===== config.mk =====
export PLATFORM = sky130hd
export DESIGN_NAME = dlu_delta_regfile
export DESIGN_NICKNAME = d
export VERILOG_FILES = /design/src/rtl/dlu_pkg.sv /design/src/rtl/dlu_width_table.sv /design/src/rtl/dlu_field_add.sv /design/src/rtl/dlu_delta_regfile.sv
export SDC_FILE = /design/constraint.sdc
export NUM_CORES = 1
export LEC_CHECK = 0
export BUFFER_PORTS_ARGS = -buffer_cell sky130_fd_sc_hd__buf_2
export CAP_MARGIN = 10
export CORE_ASPECT_RATIO = 0.6
export CORE_UTILIZATION = 50
export DETAILED_ROUTE_END_ITERATION = 12
export HOLD_SLACK_MARGIN = 0.06
export PLACE_DENSITY = 0.81
export SLEW_MARGIN = 25
export SYNTH_ARGS = -nofsm -noshare
export SYNTH_HDL_FRONTEND = slang
export SYNTH_SLANG_ARGS = --single-unit

===== constraint.sdc =====
create_clock -name clk -period 8.7 [get_ports clk]
set_input_delay 0.87 -clock clk [delete_from_list [all_inputs] [get_ports clk]]
set_output_delay 0.87 -clock clk [all_outputs]
set_load 0.01 [all_outputs]

===== src/rtl/dlu_pkg.sv =====
package dlu_pkg;

    localparam int REG_W   = 8;
    localparam int NPAIR   = 6;
    localparam int NSLOT   = 2 * NPAIR;
    localparam int CDW     = 5;
    localparam int ADW     = 4;
    localparam int PDW     = 5;
    localparam int WW      = $clog2(REG_W + 1);
    localparam int REP_W   = 6;

    typedef logic [WW-1:0] fwidth_t;

    // Number of MSBs a record updates in coefficient slot `slot`.
    function automatic fwidth_t slot_width(logic short_v, logic [1:0] mode, int slot);
        int  pair;
        logic is_f;
        int  w;
        pair = slot / 2;
        is_f = (slot % 2) == 1;
        w = 0;
        if (pair == 5) begin
            w = mode[0] ? 8 : 0;
        end else if (short_v) begin
            if (pair == 3)      w = mode[1] ? 7 : (is_f ? 6 : 5);
            else if (pair == 4) w = mode[1] ? 8 : (is_f ? 6 : 7);
            else                w = 0;
        end else begin
            if (pair < 3)       w = mode[1] ? (is_f ? 6 : 7) : (is_f ? 5 : 4);
            else if (pair == 3) w = mode[1] ? 7 : (is_f ? 6 : 5);
            else                w = mode[1] ? 8 : 6;
        end
        return fwidth_t'(w);
    endfunction

endpackage


===== src/rtl/dlu_width_table.sv =====
module dlu_width_table
    import dlu_pkg::*;
(
    input  logic                  short_i,
    input  logic [1:0]            mode_i,
    output logic [NSLOT*WW-1:0]   width_o
);
    for (genvar s = 0; s < NSLOT; s++) begin : g_slot
        assign width_o[s*WW +: WW] = slot_width(short_i, mode_i, s);
    end
endmodule


===== src/rtl/dlu_field_add.sv =====
module dlu_field_add #(
    parameter int REG_W = 8,
    parameter int DW    = 5,
    localparam int SW   = $clog2(REG_W + 1)
) (
    input  logic [REG_W-1:0] old_i,
    input  logic [DW-1:0]    delta_i,
    input  logic [SW-1:0]    width_i,
    output logic [REG_W-1:0] new_o
);
    logic [REG_W-1:0] ext;
    logic [REG_W-1:0] sum;
    logic [REG_W-1:0] keep;
    logic [SW-1:0]    shamt;

    always_comb begin
        ext   = {{(REG_W-DW){delta_i[DW-1]}}, delta_i};
        shamt = SW'(REG_W) - width_i;
        sum   = '0;
        keep  = '1;
        if (width_i != '0) begin
            sum  = old_i + (ext << shamt);
            keep = (REG_W'(1) << shamt) - REG_W'(1);
        end
        new_o = (sum & ~keep) | (old_i & keep);
    end
endmodule


===== src/rtl/dlu_delta_regfile.sv =====
module dlu_delta_regfile
    import dlu_pkg::*;
(
    input  logic                   clk,
    input  logic                   rst,
    input  logic                   rec_valid_i,
    input  logic                   rec_short_i,
    input  logic [1:0]             rec_mode_i,
    input  logic [REP_W-1:0]       rec_repeat_i,
    input  logic [ADW-1:0]         amp_delta_i,
    input  logic [PDW-1:0]         pitch_delta_i,
    input  logic [NSLOT*CDW-1:0]   coef_delta_i,
    output logic [REG_W-1:0]       amp_o,
    output logic [REG_W-1:0]       pitch_o,
    output logic [NSLOT*REG_W-1:0] coef_o,
    output logic                   done_o
);
    logic [NSLOT*WW-1:0]    widths;
    logic [NSLOT*REG_W-1:0] coef_next;
    logic [REG_W-1:0]       amp_next;
    logic [REG_W-1:0]       pitch_next;
    logic                   apply;
    logic                   applied_q;

    assign apply = rec_valid_i && (rec_repeat_i != '0);

    dlu_width_table u_tab (
        .short_i (rec_short_i),
        .mode_i  (rec_mode_i),
        .width_o (widths)
    );

    for (genvar s = 0; s < NSLOT; s++) begin : g_coef
        dlu_field_add #(.REG_W(REG_W), .DW(CDW)) u_add (
            .old_i   (coef_o[s*REG_W +: REG_W]),
            .delta_i (coef_delta_i[s*CDW +: CDW]),
            .width_i (widths[s*WW +: WW]),
            .new_o   (coef_next[s*REG_W +: REG_W])
        );
    end

    // Whole-register adds: carries are free to cross the mantissa/exponent line.
    always_comb begin
        amp_next   = amp_o + {{(REG_W-ADW){amp_delta_i[ADW-1]}}, amp_delta_i};
        pitch_next = pitch_o + {{(REG_W-PDW){pitch_delta_i[PDW-1]}}, pitch_delta_i};
    end

    always_ff @(posedge clk) begin
        if (rst) begin
            amp_o     <= '0;
            pitch_o   <= '0;
            coef_o    <= '0;
            applied_q <= 1'b0;
            done_o    <= 1'b0;
        end else begin
            applied_q <= apply;
            done_o    <= applied_q;
            if (apply) begin
                amp_o   <= amp_next;
                pitch_o <= pitch_next;
                coef_o  <= coef_next;
            end
        end
    end
endmodule


Word-level counts from Yosys, hierarchy flattened
Cells that the tools add are included.

Shifts and indexed selects: 19. $add $sub $neg: 28. Muxes and demuxes: 29. Bitwise operators: 43. Reduce and logical (&&, ||, !) cells: 9.

Operators by type and width (count): bitwise AND 8 bit (24); 2-to-1 mux 8 bit (19); adder 8 bit (14); bitwise OR 8 bit (12); << shifter 8 x 4 -> 8 bit (12); NOT 8 bit (7); << shifter 1 x 4 -> 8 bit, first input constant (7); subtractor 8 x 2 -> 8 bit, second input constant (7); nonzero test 4 bit (7); 2-to-1 mux 4 bit (6); subtractor 4 bit, first input constant (5); subtractor 4 x 3 -> 4 bit, first input constant (2); 2-to-1 mux 2 bit (3); nonzero test 6 bit (1); logical AND 1 bit (1); 2-to-1 mux 1 bit (1).

Register bits after elaboration: 114. Input port bits: 81. Output and inout bits: 113. Logic and storage cells: 133.

Depth between registers and ports, before layout
Gate-level depths: netlist of the first run.

Depth after elaboration: 9. Gate-level depth with buffers: 19. Mapped depth without buffers: 15.

By module
Synthesis of the first run repeated with hierarchy kept, for this count alone.

Cells, all modules: 2519. Area, all modules: 18268.8 um^2.

By module, submodules not included: dlu_field_add at g_coef[10].u_add ... (area each 1151.1 um^2, cells each 168, instances 7, seq. area each 0.0 um^2); dlu_delta_regfile (area each 4496.8 um^2, cells each 561, instances 1, seq. area each 2282.2 um^2); dlu_field_add at g_coef[7].u_add ... (area each 1113.6 um^2, cells each 150, instances 3, seq. area each 0.0 um^2); dlu_field_add at g_coef[0].u_add ... (area each 1008.5 um^2, cells each 141, instances 2, seq. area each 0.0 um^2); dlu_width_table (area each 356.6 um^2, cells each 50, instances 1, seq. area each 0.0 um^2).

Least setup slack after synthesis of the first run
OpenSTA, ideal clock, no wires.

Kind: in2reg. From: input rec_short_i. To: register coef_o[31]. Data arrival time: 4363 ps. Slack: 4266 ps. Buffers on the path: 4. Setup time: 70 ps. Stages on the path: 17. Cells stage by stage: buf_2 > nor2_2 > buf_2 > buf_2 > inv_1 > ha_1 > ha_1 > or3_1 > clkbuf_1 > nor2_1 > ha_1 > a211oi_1 > o21ai_0 > o31ai_1 > xnor2_1 > or3_1 > a21oi_1.

Longest elaborated chain between the ends: 8. Elaborated cells between the ends (all ways): 13.

RTL lines: from (decl) (line dlu_delta_regfile.sv:7) `input logic rec_short_i,`; 2-to-1 mux 4 bit * (line dlu_pkg.sv:24) `end else if (short_v) begin`; parallel branches: the longest is 6 deep, another holds adder 8 bit; bitwise OR 8 bit * (line dlu_field_add.sv:25) `new_o = (sum & ~keep) | (old_i & keep);`; to (signal assigned) (line dlu_delta_regfile.sv:61) `coef_o <= coef_next;`; to (decl) (line dlu_delta_regfile.sv:15) `output logic [NSLOT*REG_W-1:0] coef_o,`.

Every way passes the cells marked *. A chain may end at the register's enable or synchronous reset.

Worst setup path after layout of the first run
From: input rec_mode_i[1]. To: register coef_o[31].

Longest elaborated chain between the ends: 9. Elaborated cells between the ends (all ways): 14.

RTL lines: from (decl) (line dlu_delta_regfile.sv:8) `input logic [1:0] rec_mode_i,`; 2-to-1 mux 2 bit * (line dlu_pkg.sv:29) `if (pair < 3) w = mode[1] ? (is_f ? 6 : 7) : (is_f ? 5 : 4);`; 2-to-1 mux 4 bit * (line dlu_pkg.sv:24); parallel branches: the longest is 6 deep, another holds adder 8 bit; bitwise OR 8 bit * (line dlu_field_add.sv:25).

Marks and branches as above.

==> results.py, run 1 <==
metrics = {
    "clock_network": {
        "cts-hold-fix-buffers": 0,
        "clk_transition_reported_paths_ps": 80,
        "cts-resized-gates": 0,
        "numCtsBuffers": 9,
        "ctsLongestPathBuffers": 2,
        "post_cts_buffers": 0,
        "cts-root-buf": "clkbuf_16",
        "clkLatencyLatePin_ps": 360,
        "tritoncts": "yes",
        "cts.sink_count": 112,
        "htree_levels": 3,
    },
    "global_routing": {
        "grt.overflow.total": 0,
        "grt_first_pass_wirelength_mm": 39.3,
        "grt_usage": 0.267,
        "initial_antenna_violation_count": 0,
        "grt_start_max_net_pins": 68,
        "grt_pass1_vias": 7619,
    },
    "finish": {
        "fin_area_mm2": 0.0102,
        "n_antenna_cell": 0,
        "fin_nets": 1458,
        "layout_commonest_cell": "buf_2",
        "post_route_cells_drive_above_1_share": 0.192,
        "flow.area_growth_from_synthesis_pct": 15.3,
        "layout.cells.most_common_list": "buf_2, nand2_1, a21oi_1",
    },
    "timing": {
        "rsz0062_at_grt": "false",
        "setup_viol": 0,
        "timing.fmax_mhz": 183,
        "post-route-min-period_ps": 5460,
        "post-route-period-util": 0.628,
        "postLayoutSetupSlackWorst_ps": 3240,
        "finalClockSkew_ps": 10.8,
        "timing.final.max_slew_violations": 0,
        "worst_slew_margin_rel": 0.403,
        "timing_worst_slew_pin_value_ps": 888,
        "totalNegativeSetupSlack_ps": 0,
        "report.final.hold_viol_count": 0,
        "hold_ws_ps": 442,
    },
    "setup_path": {
        "critical_path.cell_chain": "buf_2 -> buf_4 -> nor2b_1 -> inv_1 -> ha_1 -> ha_1 -> nor2_1 -> nand3_1 -> o21ai_0 -> ha_1 -> o211ai_1 -> o21ai_0 -> o31ai_1 -> xnor2_1 -> or3_1 -> a21oi_1",
        "critical_path.max_stage_delay_ps": 700,
        "worst-path-buf-inv": 3,
        "reg2reg_path_depth": 9,
        "critical_path.startpoint_type": "input pin",
        "worst_r2r_endpoint": "coef_o[55]",
        "timing.critical_path.fanout_max": 48,
        "worst_ep_arrival_time_ps": 5740,
        "path_delay_family": "simple AND/OR/NAND/NOR gates",
        "r2r_setup_slack_ps": 6300,
        "cp_slowest_cell": "nor2b_1",
        "r2r-start": "coef_o[49]",
        "worstSetupPathType": "in2reg",
        "critPathLaunch": "rec_mode_i[1]",
        "endpoint_kind_of_the_worst_setup_timing_path": "flip-flop",
        "cp_data_required_time_ps": 8980,
        "crit_top_cell": "ha_1",
    },
    "pwr": {
        "power-per-cell-area_mw_per_mm2": 142,
        "clockPowerShare": 0.289,
        "p_leak_uw": 0.00494,
        "p_seq_frac": 0.400,
        "share_of_total_power_in_combinational_logic": 0.311,
        "cell_internal_pwr_uw": 942,
        "finalPower_uw": 1450,
        "netSwitchingPower_uw": 506,
        "sw_frac_of_total": 0.349,
        "max_vdd_drop_mv": 0.100,
    },
    "die": {
        "design.portCount": 194,
        "die_height_um": 105,
        "coreArea_mm2": 0.0172,
        "floorplan.rows": 37,
        "start_util": 0.514,
        "die_width_um": 174,
        "die-area_mm2": 0.0182,
    },
    "route": {
        "route.layer.met1.wl_mm": 12.1,
        "dr.pass1.iters": 5,
        "drt-wirelength-per-cell_um": 16.1,
        "total_number_of_vias": 8324,
        "wl_met3_mm": 2.21,
        "wirelength_mm": 24.1,
        "route.antenna.remaining_nets": 0,
        "dr.first_iter.drc_count": 581,
        "remaining_drc_errors": 0,
        "avgViaCountPerCell": 5.55,
        "dr_wl_met2_mm": 9.59,
        "routed.top_layer": "met4",
    },
    "min_path": {
        "hold_path_startpoint": "applied_q",
        "worst_hold_path.num_cells": 1,
        "worstHoldPathType": "reg2reg",
        "holdPathEnd": "done_o",
    },
    "placed_design": {
        "post_dp_cell_area_mm2": 0.00990,
        "globalplace.congestion": 0.913,
        "dp_hpwl_mm": 18.4,
        "post-place-ws_ps": 3060,
        "io_buffer_count": 191,
    },
    "synthesis": {
        "synth_seq_area_share": 0.254,
        "synth.distinct_cells": 54,
        "post_synth_instance_area_mm2": 0.00884,
        "ys_warn_count": 0,
        "syn-instance-count": 1098,
        "synth-async-reset-ratio": 0,
        "yosys_register_bits": 112,
        "synth-edff-count": 0,
        "syn_area_per_cell_um2": 8.05,
        "commonest_register_cell_after_synthesis": "dfxtp_1",
    },
    "run": {
        "maxCapViolCount": 0,
    },
    "run_status": {
        "status": "complete, no violations",
    },
}
-- metal layers --
| metal | vias up | track usage |
|---|---|---|
| met4 | 0 | 0.0514 |
| met3 | 21 | 0.0666 |
| met5 | - | 0 |
| met1 | 3794 | 0.398 |
| met2 | 330 | 0.385 |
| li1 | 4179 | - |
-- power by group through the flow --
stage	logic, uW	clock network [uW]	registers (uW)
6_report	450	418	580
5_1_grt	505	451	584
4_1_cts	447	432	579
3_5_place_dp	444	0	591
3_3_place_gp	434	0	589
2_1_floorplan	304	0	601
-- cell usage after synthesis, drive strengths merged (16+ instances only) --
cell / n / area share
a211oi: 28 / 0.025
a21o: 23 / 0.020
a21oi: 122 / 0.069
and2: 22 / 0.016
buf: 22 / 0.017
clkbuf: 27 / 0.011
dfxtp: 112 / 0.25
ha: 102 / 0.14
inv: 38 / 0.016
mux2i: 29 / 0.033
nand2: 148 / 0.064
nand2b: 26 / 0.019
nand3: 16 / 0.0096
nor2: 71 / 0.031
nor2b: 29 / 0.021
nor3: 19 / 0.011
o21ai: 69 / 0.039
xnor2: 40 / 0.040
xor2: 34 / 0.034
-- worst reg2reg max path, cell delays in order, from the launching register on --
cell,delay (ps)
dfxtp_1,350
ha_1,180
inv_1,60
fa_1,400
nor2b_1,200
o31a_1,200
o21a_1,150
nor3_1,50
nor3_1,360
mux2_2,380
-- sequential cells by signal, summed over array words and instances, names as in the netlist --
name and cells:
coef_o 94, amp_o 8, pitch_o 8, applied_q 1
done_o 1
-- worst max-delay path by stage --
stage                             to  slack (ps)  cells past startpoint
after floorplan           coef_o[31]        4270                     17
after global placement    coef_o[31]        3290                     16
after detailed placement  coef_o[31]        3060                     16
after CTS                 coef_o[31]        3400                     16
after global routing      coef_o[31]        2900                     16
final                     coef_o[31]        3240                     16
-- logic make-up (layout without fill, tap and decap cells) --
kind of cell,after synthesis,in the layout,share of synthesized area
AO/OA/AOI/OAI,305,305,0.210
XOR/XNOR,74,74,0.0733
adder cells (fa/ha/maj),116,116,0.176
buffers and inverters,87,250,0.0447
flip-flops,112,112,0.254
multiplexers,41,41,0.0481
other,2,7,0.000849
AND/OR/NAND/NOR,361,361,0.194
-- per-stage QoR --
| stage | util | instances |
|---|---|---|
| 2_1_floorplan | - | 1103 |
| 3_3_place_gp | 0.575 | 1484 |
| 3_5_place_dp | 0.575 | 1484 |
| 4_1_cts | 0.592 | 1500 |
| 5_1_grt | 0.592 | 1500 |
| 6_report | 0.592 | 1500 |
-- layout make-up --
type	count	area (um2)
Timing Repair Buffer	196	996
Fill cell	1569	7020
Multi-Input combinational cell	904	6220
Clock inverter	7	73.8
Sequential cell	112	2240
Tap cell	234	293
Clock buffer	9	225
Inverter	38	143
No activity file was read; power rests on OpenSTA's default activity.
==> inputs of run 2 (changes only) <==
==> constraint.sdc (replaced) <==
create_clock -name clk -period 5.73 [get_ports clk]
set_input_delay 0.573 -clock clk [delete_from_list [all_inputs] [get_ports clk]]
set_output_delay 0.573 -clock clk [all_outputs]
set_load 0.01 [all_outputs]
==> results.py, run 2 (synthesis results as in run 1) <==
metrics = {
    "placed_design": {
        "dp_hpwl_mm": 18.3,
        "io_buffer_count": 191,
        "globalplace.congestion": 0.979,
    },
    "setup_path": {
        "timing.critical_path.fanout_max": 29,
        "worst_r2r_endpoint": "coef_o[55]",
        "crit_top_cell": "ha_1",
        "cp_slowest_cell": "nor2b_1",
        "worst_ep_arrival_time_ps": 5080,
        "path_delay_family": "simple AND/OR/NAND/NOR gates",
        "critical_path.startpoint_type": "input pin",
        "r2r-start": "coef_o[49]",
        "cp_data_required_time_ps": 6010,
        "r2r_setup_slack_ps": 3200,
        "worst-path-buf-inv": 2,
        "critical_path.cell_chain": "buf_2 -> nor2b_1 -> inv_1 -> ha_1 -> ha_1 -> nor2_1 -> nand3_1 -> o21ai_0 -> ha_1 -> a21oi_1 -> o21ai_0 -> o31ai_1 -> xnor2_1 -> or3_1 -> a21oi_1",
        "reg2reg_path_depth": 9,
        "critical_path.max_stage_delay_ps": 740,
        "worstSetupPathType": "in2reg",
        "endpoint_kind_of_the_worst_setup_timing_path": "flip-flop",
    },
    "finish": {
        "n_antenna_cell": 0,
        "layout.cells.most_common_list": "buf_2, nand2_1, a21oi_1",
        "largest_register_ff_count": 94,
        "flow.area_growth_from_synthesis_pct": 15.3,
        "fillers": 1556,
        "top_regs": "coef_o x94, amp_o x8, pitch_o x8",
        "layout_commonest_cell": "buf_2",
        "fin_nets": 1459,
        "post_route_cells_drive_above_1_share": 0.193,
        "registers.top_by_ff_count": "coef_o",
    },
    "global_routing": {
        "grt-busiest-layer": "met1",
        "grt.overflow.total": 0,
        "grt_usage": 0.261,
        "initial_antenna_violation_count": 0,
        "groute.layer.met2.usage": 0.383,
        "grt_first_pass_wirelength_mm": 38.9,
        "m3_gr_usage": 0.0542,
        "grt_start_max_net_pins": 75,
        "grt.met1_usage": 0.394,
        "grt_pass1_vias": 7690,
    },
    "clock_network": {
        "cts.sink_count": 112,
        "clk_transition_reported_paths_ps": 90,
        "clkLatencyLatePin_ps": 350,
        "cts-root-buf": "clkbuf_16",
        "tritoncts": "yes",
        "post_cts_buffers": 0,
        "htree_levels": 3,
        "ctsLongestPathBuffers": 2,
        "cts-hold-fix-buffers": 0,
        "cts-resized-gates": 0,
        "numCtsBuffers": 9,
    },
    "die": {
        "design.portCount": 194,
        "die_width_um": 174,
        "die_height_um": 105,
        "start_util": 0.514,
        "floorplan.rows": 37,
        "die-area_mm2": 0.0182,
        "coreArea_mm2": 0.0172,
    },
    "route": {
        "drt-wirelength-per-cell_um": 15.8,
        "avgViaCountPerCell": 5.54,
        "wirelength_mm": 23.8,
        "route.antenna.remaining_nets": 0,
        "dr.first_iter.drc_count": 704,
        "total_number_of_vias": 8322,
        "remaining_drc_errors": 0,
        "dr.pass1.iters": 6,
    },
    "min_path": {
        "hold_path_startpoint": "applied_q",
        "holdPathEnd": "done_o",
        "worstHoldPathType": "reg2reg",
        "worst_hold_path.num_cells": 1,
    },
    "timing": {
        "report.final.hold_viol_count": 0,
        "timing.fmax_mhz": 208,
        "timing.final.max_slew_violations": 0,
        "totalNegativeSetupSlack_ps": 0,
        "finalClockSkew_ps": 7.74,
        "worst_slew_margin_rel": 0.320,
        "post-route-min-period_ps": 4800,
        "rsz0062_at_grt": "false",
        "timing_worst_slew_pin_value_ps": 1020,
        "post-route-period-util": 0.838,
        "setup_viol": 0,
    },
    "run_status": {
        "status": "complete, no violations",
    },
    "pwr": {
        "max_vdd_drop_mv": 0.125,
        "power-per-cell-area_mw_per_mm2": 215,
        "p_leak_uw": 0.00495,
        "finalPower_uw": 2190,
    },
    "run": {
        "maxCapViolCount": 0,
    },
}
run 2: changes by cell type in the layout (fill, tap and decap cells not counted):
cell	change
clkinv_4	+2
clkinv_8	-2
clkinvlp_4	-2
inv_8	+2
buf_4	+1
clkinv_2	+1
inv_6	-1
run 2: worst max path at each step:
stage	from	endpoint	slack [ps]	cells past startpoint
final	rec_short_i	coef_o[47]	930	15
after CTS	rec_short_i	coef_o[47]	1030	15
after global routing	rec_short_i	coef_o[15]	640	15
after global placement	rec_short_i	coef_o[15]	850	15
after detailed placement	rec_short_i	coef_o[47]	640	15
after floorplan	rec_short_i	coef_o[31]	1590	17
run 2: layout make-up:
cell class | count | area, um2 | area share
clock buffer | 9 | 225 | 0.0221
timing repair buffer | 197 | 1000 | 0.0984
tap | 234 | 293 | 0.0287
inverter | 38 | 143 | 0.0140
sequential | 112 | 2240 | 0.220
clock inverter | 7 | 62.6 | 0.00614
multi-input combinational | 904 | 6220 | 0.611
run 2: layer usage:
| metal | share of wire | up-vias |
|---|---|---|
| met4 | 0.010 | 0 |
| met5 | 0 | - |
| met1 | 0.51 | 3799 |
| met2 | 0.40 | 325 |
| li1 | - | 4175 |
| met3 | 0.080 | 23 |
run 2: report_power, final:
group | switching [uW] | internal (uW) | leakage, uW
clock network | 322 | 306 | 0.000144
registers | 46.7 | 833 | 0.000915
logic | 391 | 291 | 0.00390
run 2: metrics by stage:
step / cell area, um2 / hold WS [ps] / util / instances / setup slack, ps
floorplan: 8860 / 414 / - / 1103 / 1590
global placement: 9910 / 441 / 0.575 / 1485 / 845
detailed placement: 9910 / 442 / 0.575 / 1485 / 642
CTS: 10200 / 456 / 0.592 / 1501 / 1030
global route: 10200 / 476 / 0.592 / 1501 / 642
finish: 10200 / 456 / 0.592 / 1501 / 930
